--- config.mk ---
export PLATFORM = sky130hd
export DESIGN_NAME = canRxAccept
export DESIGN_NICKNAME = d
export VERILOG_FILES = /design/src/rtl/canRxAcceptPkg.sv /design/src/rtl/canRxAcceptCtrl.sv /design/src/rtl/canRxAcceptPath.sv /design/src/rtl/canRxAccept.sv
export SDC_FILE = /design/constraint.sdc
export NUM_CORES = 1
export LEC_CHECK = 0
export ABC_AREA = 1
export BUFFER_PORTS_ARGS = -buffer_cell sky130_fd_sc_hd__buf_2
export CORE_AREA = 2 2 108 110
export DETAILED_ROUTE_END_ITERATION = 8
export DIE_AREA = 0 0 110 112
export PLACE_DENSITY_LB_ADDON = 0.2
export SETUP_SLACK_MARGIN = 0.3
export SYNTH_ARGS = -nofsm -noshare
export SYNTH_HDL_FRONTEND = slang
export SYNTH_SLANG_ARGS = --single-unit
--- constraint.sdc ---
create_clock -name clk -period 0.8 [get_ports clk]
set_input_delay 0.04 -clock clk [delete_from_list [all_inputs] [get_ports clk]]
set_output_delay 0.04 -clock clk [all_outputs]
set_load 0.05 [all_outputs]
--- src/rtl/canRxAcceptPkg.sv ---
package canRxAcceptPkg;
  localparam int ID_W  = 29;
  localparam int STD_W = 11;

  typedef enum logic [1:0] {
    MODE_FILTERED = 2'b00,
    MODE_STD_ONLY = 2'b01,
    MODE_EXT_ONLY = 2'b10,
    MODE_PASS_ALL = 2'b11
  } rxMode_e;

  typedef struct packed {
    logic evalClean;  // clean frame end, no error present
    logic evalTrunc;  // errored frame (error wins over end)
    logic allowStd;   // standard-select filters may match
    logic allowExt;   // extended-select filters may match
    logic passAll;    // accept regardless of filters
  } ctrlStrb_t;
endpackage

--- src/rtl/canRxAcceptCtrl.sv ---
module canRxAcceptCtrl
  import canRxAcceptPkg::*;
(
  input  logic      frameEnd,
  input  logic      frameErr,
  input  logic [1:0] rxMode,
  output ctrlStrb_t strb
);
  rxMode_e modeE;
  assign modeE = rxMode_e'(rxMode);

  always_comb begin
    strb           = '0;
    strb.evalTrunc = frameErr;
    strb.evalClean = frameEnd & ~frameErr;
    unique case (modeE)
      MODE_FILTERED: begin strb.allowStd = 1'b1; strb.allowExt = 1'b1; end
      MODE_STD_ONLY: begin strb.allowStd = 1'b1; end
      MODE_EXT_ONLY: begin strb.allowExt = 1'b1; end
      MODE_PASS_ALL: begin strb.allowStd = 1'b1; strb.allowExt = 1'b1; strb.passAll = 1'b1; end
      default: ;
    endcase
  end
endmodule

--- src/rtl/canRxAcceptPath.sv ---
module canRxAcceptPath
  import canRxAcceptPkg::*;
#(
  parameter int NUM_FLT = 4,
  parameter int IDX_W   = (NUM_FLT > 1) ? $clog2(NUM_FLT) : 1
) (
  input  logic                  clk,
  input  logic                  rstN,
  input  ctrlStrb_t             strb,
  input  logic [ID_W-1:0]       frameId,
  input  logic                  frameExt,
  input  logic [NUM_FLT*ID_W-1:0] fltId,
  input  logic [NUM_FLT*ID_W-1:0] fltMask,
  input  logic [NUM_FLT-1:0]    fltExt,
  output logic                  decValid,
  output logic                  accept,
  output logic                  partial,
  output logic                  hitFound,
  output logic [IDX_W-1:0]      hitIdx
);
  localparam logic [ID_W-1:0] STD_SPAN = ID_W'((1 << STD_W) - 1);

  logic [NUM_FLT-1:0] fltHit;
  logic [ID_W-1:0]    spanMask;
  assign spanMask = frameExt ? '1 : STD_SPAN;

  for (genvar g = 0; g < NUM_FLT; g++) begin : gFlt
    logic [ID_W-1:0] effMask;
    logic            typeOk;
    logic            modeOk;
    assign effMask  = fltMask[g*ID_W +: ID_W] & spanMask;
    assign typeOk   = (fltExt[g] == frameExt);
    assign modeOk   = fltExt[g] ? strb.allowExt : strb.allowStd;
    assign fltHit[g] = typeOk & modeOk &
                       (((frameId ^ fltId[g*ID_W +: ID_W]) & effMask) == '0);
  end

  logic             anyHit;
  logic [IDX_W-1:0] firstIdx;
  always_comb begin
    anyHit   = 1'b0;
    firstIdx = '0;
    for (int i = NUM_FLT - 1; i >= 0; i--) begin
      if (fltHit[i]) begin
        anyHit   = 1'b1;
        firstIdx = IDX_W'(i);
      end
    end
  end

  logic nxtAccept, nxtPartial, nxtHit;
  always_comb begin
    nxtAccept  = 1'b0;
    nxtPartial = 1'b0;
    nxtHit     = 1'b0;
    if (strb.evalTrunc) begin
      nxtAccept  = strb.passAll;
      nxtPartial = strb.passAll;
    end else if (strb.evalClean) begin
      nxtHit    = anyHit;
      nxtAccept = anyHit | strb.passAll;
    end
  end

  always_ff @(posedge clk or negedge rstN) begin
    if (!rstN) begin
      decValid <= 1'b0;
      accept   <= 1'b0;
      partial  <= 1'b0;
      hitFound <= 1'b0;
      hitIdx   <= '0;
    end else begin
      decValid <= strb.evalClean | strb.evalTrunc;
      accept   <= nxtAccept;
      partial  <= nxtPartial;
      hitFound <= nxtHit;
      hitIdx   <= nxtHit ? firstIdx : '0;
    end
  end

  // hit index always points at a filter that exists
  assert_idx_range_R8: assert property (@(posedge clk) disable iff (!rstN)
    hitFound |-> (int'(hitIdx) < NUM_FLT));
  // a partial delivery is always an accepted one
  assert_partial_acc_R9: assert property (@(posedge clk) disable iff (!rstN)
    partial |-> accept && !hitFound);
endmodule

--- src/rtl/canRxAccept.sv ---
module canRxAccept
  import canRxAcceptPkg::*;
#(
  parameter int NUM_FLT = 4,
  parameter int IDX_W   = (NUM_FLT > 1) ? $clog2(NUM_FLT) : 1
) (
  input  logic                      clk,
  input  logic                      rstN,
  input  logic [28:0]               frameId,
  input  logic                      frameExt,
  input  logic                      frameEnd,
  input  logic                      frameErr,
  input  logic [1:0]                rxMode,
  input  logic [NUM_FLT*29-1:0]     fltId,
  input  logic [NUM_FLT*29-1:0]     fltMask,
  input  logic [NUM_FLT-1:0]        fltExt,
  output logic                      decValid,
  output logic                      accept,
  output logic                      partial,
  output logic                      hitFound,
  output logic [IDX_W-1:0]          hitIdx
);
  ctrlStrb_t strb;

  canRxAcceptCtrl uCtrl (
    .frameEnd(frameEnd), .frameErr(frameErr), .rxMode(rxMode), .strb(strb)
  );

  canRxAcceptPath #(.NUM_FLT(NUM_FLT), .IDX_W(IDX_W)) uPath (
    .clk(clk), .rstN(rstN), .strb(strb),
    .frameId(frameId), .frameExt(frameExt),
    .fltId(fltId), .fltMask(fltMask), .fltExt(fltExt),
    .decValid(decValid), .accept(accept), .partial(partial),
    .hitFound(hitFound), .hitIdx(hitIdx)
  );

  assert_valid_pulse_R1: assert property (@(posedge clk) disable iff (!rstN)
    (frameEnd || frameErr) |=> decValid);
  assert_valid_quiet_R1: assert property (@(posedge clk) disable iff (!rstN)
    !(frameEnd || frameErr) |=> !decValid);
  assert_std_only_R5: assert property (@(posedge clk) disable iff (!rstN)
    (frameEnd && rxMode == 2'b01 && frameExt) |=> !accept);
  assert_ext_only_R6: assert property (@(posedge clk) disable iff (!rstN)
    (frameEnd && rxMode == 2'b10 && !frameExt) |=> !accept);
  assert_pass_all_R7: assert property (@(posedge clk) disable iff (!rstN)
    (frameEnd && rxMode == 2'b11) |=> accept);
  assert_err_reject_R9: assert property (@(posedge clk) disable iff (!rstN)
    (frameErr && rxMode != 2'b11) |=> !accept);
  assert_err_wins_R10: assert property (@(posedge clk) disable iff (!rstN)
    (frameErr && frameEnd) |=> !hitFound);
  assert_idle_zero_R11: assert property (@(posedge clk) disable iff (!rstN)
    !decValid |-> (!accept && !partial && !hitFound && hitIdx == '0));
endmodule

; ---- Word-level counts from Yosys, hierarchy flattened
; Cells that the tools add are included.
; W data, S select, Z words.
[op_classes]
n_eq_ne = 7
n_mux = 22
bitwise = 24
n_reduce_logical = 7
[op_table]
columns = op, n
row1 = $and A29 B29 Y29, 8
row2 = $logic_not A29 Y1, 4
row3 = $xor A29 B29 Y29, 4
row4 = $mux W29, 1
row5 = $mux W1, 16
row6 = $mux W2, 5
row7 = $and A1 B1 Y1, 9
row8 = $reduce_or A3 Y1, 2
row9 = $eq A1 B1 Y1, 4
row10 = $eq A2 B2 Y1 const B, 2
row11 = $eq A2 B1 Y1 const B, 1
row12 = $logic_not A2 Y1, 1
row13 = $or A1 B1 Y1, 2
row14 = $not A1 Y1, 1
[totals]
ff_bits = 6
in_bits = 272
out_inout_bits = 6

; ---- Logic depth before layout (Yosys ltp)
[logic_depth]
ltp_word = 13
depth_mapped = 16
ltp_nobuf = 14

; ---- Hierarchy
; Synthesis repeated with hierarchy kept, for this count alone.
[hier_totals]
cells_unflattened = 748
area_unflattened_um2 = 3350.7
[modules_own_cells]
columns = module, n_inst, cells_per_inst, area_per_inst_um2
row1 = canRxAcceptPath, 1, 739, 3313.2
row2 = canRxAcceptCtrl, 1, 9, 37.5

; ---- Worst setup path before layout
; No wires, ideal clock.
[synth_path]
kind = input to register
start = input frameExt
end = register uPath.accept
setup_ps = 124
t_arrival_ps = 990
t_required_ps = 676
slack_ps = -313
cell_stages = 11
n_path_buf = 2
path_cell_list = buf_6 > buf_2 > nand2_1 > o21ai_0 > inv_1 > nand2_1 > nor2_1 > nand2_1 > nand2_1 > o21bai_2 > nand2_1
[synth_between]
elab_chain_cells = 12
[synth_rtl]
columns = element, line
row1 = start: declaration, canRxAccept.sv:10  ; input logic frameExt,
row2 = $mux W29, canRxAcceptPath.sv:25  ; assign spanMask = frameExt ? '1 : STD_SPAN;
row3 = $and A29 B29 Y29, canRxAcceptPath.sv:31  ; assign effMask = fltMask[g*ID_W +: ID_W] & spanMask;
row4 = $and A29 B29 Y29, canRxAcceptPath.sv:35  ; (((frameId ^ fltId[g*ID_W +: ID_W]) & effMask) == '0);
row5 = $logic_not A29 Y1, canRxAcceptPath.sv:35
row6 = $and A1 B1 Y1, canRxAcceptPath.sv:34  ; assign fltHit[g] = typeOk & modeOk &
row7 = $mux W1 (3 in series), canRxAcceptPath.sv:44  ; if (fltHit[i]) begin
row8 = $mux W1 (*), canRxAcceptPath.sv:44
row9 = $or A1 B1 Y1 (*), canRxAcceptPath.sv:61  ; nxtAccept = anyHit | strb.passAll;
row10 = $mux W1 (*), canRxAcceptPath.sv:59  ; end else if (strb.evalClean) begin
row11 = $mux W1 (*), canRxAcceptPath.sv:56  ; if (strb.evalTrunc) begin
row12 = via uPath.nxtAccept, canRxAcceptPath.sv:51  ; logic nxtAccept, nxtPartial, nxtHit;
row13 = end signal: assignment, canRxAcceptPath.sv:74  ; accept <= nxtAccept;
row14 = end: declaration, canRxAcceptPath.sv:16  ; output logic accept,
; Mark *: on every way through the listed nets, which the timed path passes. The rest lies on a longest branch.

; ---- Final worst setup path
[layout_path]
start = input frameExt
end = register uPath.hitIdx[0]
[layout_between]
elab_chain_cells = 12
[layout_rtl]
columns = element, line
row1 = $mux W29, canRxAcceptPath.sv:25
row2 = $and A29 B29 Y29, canRxAcceptPath.sv:31
row3 = $and A29 B29 Y29, canRxAcceptPath.sv:35
row4 = $logic_not A29 Y1, canRxAcceptPath.sv:35
row5 = $and A1 B1 Y1, canRxAcceptPath.sv:34
row6 = $mux W1 (4 in series), canRxAcceptPath.sv:44
row7 = $mux W1, canRxAcceptPath.sv:59
row8 = $mux W1, canRxAcceptPath.sv:56
row9 = $mux W2 (*), canRxAcceptPath.sv:77  ; hitIdx <= nxtHit ? firstIdx : '0;
row10 = end signal: assignment, canRxAcceptPath.sv:77
row11 = end: declaration, canRxAcceptPath.sv:19  ; output logic [IDX_W-1:0] hitIdx
; Mark *: on every way between the ends. The rest lies on a longest branch, timed or not.

==> summary.md <==
| Metric | Value |
|---|---|
| Placeable Area | 11200 µm² |
| Dominant synthesized flop cell | dfrtp_1 |
| Synth top area share | 45.0% |
| Library cells used by synthesis | 19 |
| Post-synthesis register bit count | 6 |
| # IOs | 278 |
| Nets | between 1000 and 1500 |
| Ranking of synthesized cells by area | nand2_1 (45%), inv_1 (19%), nand3_1 (9.2%) |
| Post-synth EDFFs | 0 |
| VDD IR max | around 0.0009 V |
| Met3 Use GR | 3.28% |
| Cell row count | 39 |
| Syn Nets | ~1000 |
| Syn_area_per_cell | 4.40 µm² |
| Ant diodes | 0 |
| Ys async rst share | 100% |
| Final Max Tran Viols | 0 |
| Syn. warnings | 0 |
| Failing checks | setup timing |
| Hold Path End | uPath.decValid$_DFF_PN0_ |
| Routed via count | between 5000 and 6000 |
| Met2 GRT Util | 42.3% |
| 1st-iter DRT viols | 185 |
| GRT Max-Usage Layer | met2 |
| First-pass GRT wire length | between 20 and 25 mm |
| Largest net degree at the start of global routing | 20 |
| Minimum clock period | 1130 ps |
| Layout cell share with drive strength beyond 1 | between 30% and 40% |
| Port-buffer cells | ~280 |
| Final hold vios | 0 |
| Final ANT Viol Nets | 0 |
| Status | finished with violations |
| Grt total ovfl | 0 |
| Starting Density | between 20% and 30% |
| Final WL | 13.4 mm |
| Met1 Use GR | 21.8% |
| Worst Max-Slew Pin Slew | between 300 and 400 ps |
| Critical path class | primary input to register |
| WHS | 32.1 ps |
| DIE HEIGHT | around 110 µm |
| Drt drc | 0 |
| Die ar. | 12300 µm² |
| Setup violations, final | 5 |
| Clk sinks | 6 |
| Clock Tree Root | clkbuf_16 |
| Post-synth top area cell | nand2_1 |
| Worst Setup End Kind | register |
| Wire length per cell | approximately 11 µm |
| Unrepaired setup endpoints after global routing | yes |
| Antenna violations before repair | 0 |
| Highest clock rate | 886 MHz |
| Clock tree buffer depth | 2 |
| Period utilization | 141% |
| Final worst slack | -328 ps |
| TritonCTS Buffers | 3 |
| First-pass DRT Iterations | 6 |
| Area added between synthesis and finish | 65.2% |
| Placer Congestion | 0.849 |
| Worst Path Arrival | 1280 ps |
| Pleak | 3.81 nW |
| Dpl hpwl | 12.0 mm |
| Max_cap viols | 0 |
| Max H-tree Level | 1 |
| Vias in the first global route | 4748 |
| CTS tree | yes |
| Setup bufs post-CTS | 0 |
| Final Core Density | 48.1% |
| All-layer global routing usage | 20.9% |
| Worst-path clk slew | 30 ps |
| Power Density | around 660 nW/µm² |
| Slew HR | between 70% and 80% |
| CP max FO | 15 |
| Type of origin of the critical path | primary input |
| Hold Path Stages | 2 |
| Hold path startpoint | frameEnd |
| Post-Syn Area | 3260 µm² |
| Die span in x | 110 µm |
| Worst hold path class | primary input to register |
| Mapped Cells | 740 |
| Via-per-instance ratio | 4.24 |
| Sequential cell area fraction in the yosys report | 4.61% |
| Req. time, crit path | 960 ps |
==> report_power, final <==
part           total [mW]  switching [mW]  leakage [nW]  internal (mW)
logic                2.42            1.24          3.70           1.18
registers           0.317         0.00311        0.0719          0.314
clock network       0.815           0.155        0.0382          0.660
==> sequential cells by signal, indices dropped and copies added (netlist names) <==
register,flops
uPath.accept,1
uPath.decValid,1
uPath.hitFound,1
uPath.hitIdx,2
uPath.partial,1
==> kinds of logic (layout without fill, tap and decap cells) <==
family	after synthesis	in the layout	synth area share (%)
AO/OA/AOI/OAI	4	4	0.960
buffers and inverters	176	482	21.7
XOR/XNOR	14	14	3.77
flip-flops	6	6	4.61
AND/OR/NAND/NOR	540	540	68.9
==> synthesized netlist by cell type (2+ instances only) <==
cell	count
buf_2	4
buf_6	5
dfrtp_1	6
inv_1	166
nand2_1	390
nand3_1	60
nand3b_1	10
nand4_1	16
nor2_1	40
o31ai_1	2
or2_2	21
xor2_1	13
==> worst max path at each step <==
stage,from,to,slack [ps],cells past startpoint
2_1_floorplan,frameExt,uPath.hitIdx[0]$_DFF_PN0_,-290,13
3_3_place_gp,frameExt,uPath.accept$_DFF_PN0_,-670,12
3_5_place_dp,frameExt,uPath.hitIdx[0]$_DFF_PN0_,-650,13
4_1_cts,frameExt,uPath.hitIdx[1]$_DFF_PN0_,-310,13
5_1_grt,frameExt,uPath.hitIdx[0]$_DFF_PN0_,-440,14
6_report,frameExt,uPath.hitIdx[0]$_DFF_PN0_,-330,13
==> metal layers <==
layer / routed length (µm) / vias up
met4: 277 / 0
met3: 1080 / 22
li1: - / 2771
met1: 5080 / 2069
met2: 6920 / 185
met5: 0 / -
==> cell type report <==
type | count | area [µm²]
clock buffers | 4 | 78.8
fillers | 1292 | 5800
inverters | 166 | 623
multi-input cells | 558 | 2540
flip-flops and latches | 6 | 156
well taps | 143 | 179
repair buffers | 312 | 1800
==> per-stage QoR <==
| stage | worst slack [ps] | power (mW) | TNS [ps] | area, µm² | std cells |
|---|---|---|---|---|---|
| finish | -328 | 3.55 | -1190 | 5380 | 1189 |
| global route | -442 | 3.92 | -1700 | 5380 | 1189 |
| CTS | -306 | 3.51 | -1170 | 5290 | 1189 |
| detailed placement | -649 | 2.56 | -2520 | 5020 | 1182 |
| global placement | -673 | 2.55 | -2600 | 5020 | 1182 |
| floorplan | -294 | 1.39 | -1110 | 3280 | 740 |
==> critical path, cell delays in order <==
cell	delay (ps)
buf_12	130
buf_8	150
nand2_1	60
inv_1	30
nand2_1	60
nand2_1	60
nor2_2	140
nand2_1	90
nor2_1	100
nand3_1	100
nand2_2	130
o21bai_4	80
nor2_1	90
==> cell usage in the layout, fill, tap and decap left out, types with 12 or more instances in the layout <==
cell	count
nor2_2	17
nor2_1	22
buf_4	27
nand4_1	16
nand3_1	55
inv_1	157
nand2_1	370
buf_2	268
or2_2	21
xor2_1	12
nand2_2	20
==> what timing repair did <==
action                                  in CTS  in global routing
hold buffers                                 1                  0
pin swaps                                   15                 29
resized for setup                           42                 38
endpoints found under the setup margin      10                 10
endpoints found under the hold margin        6                  0
cloned                                       2                  0
(Power assumes the default switching activity.)
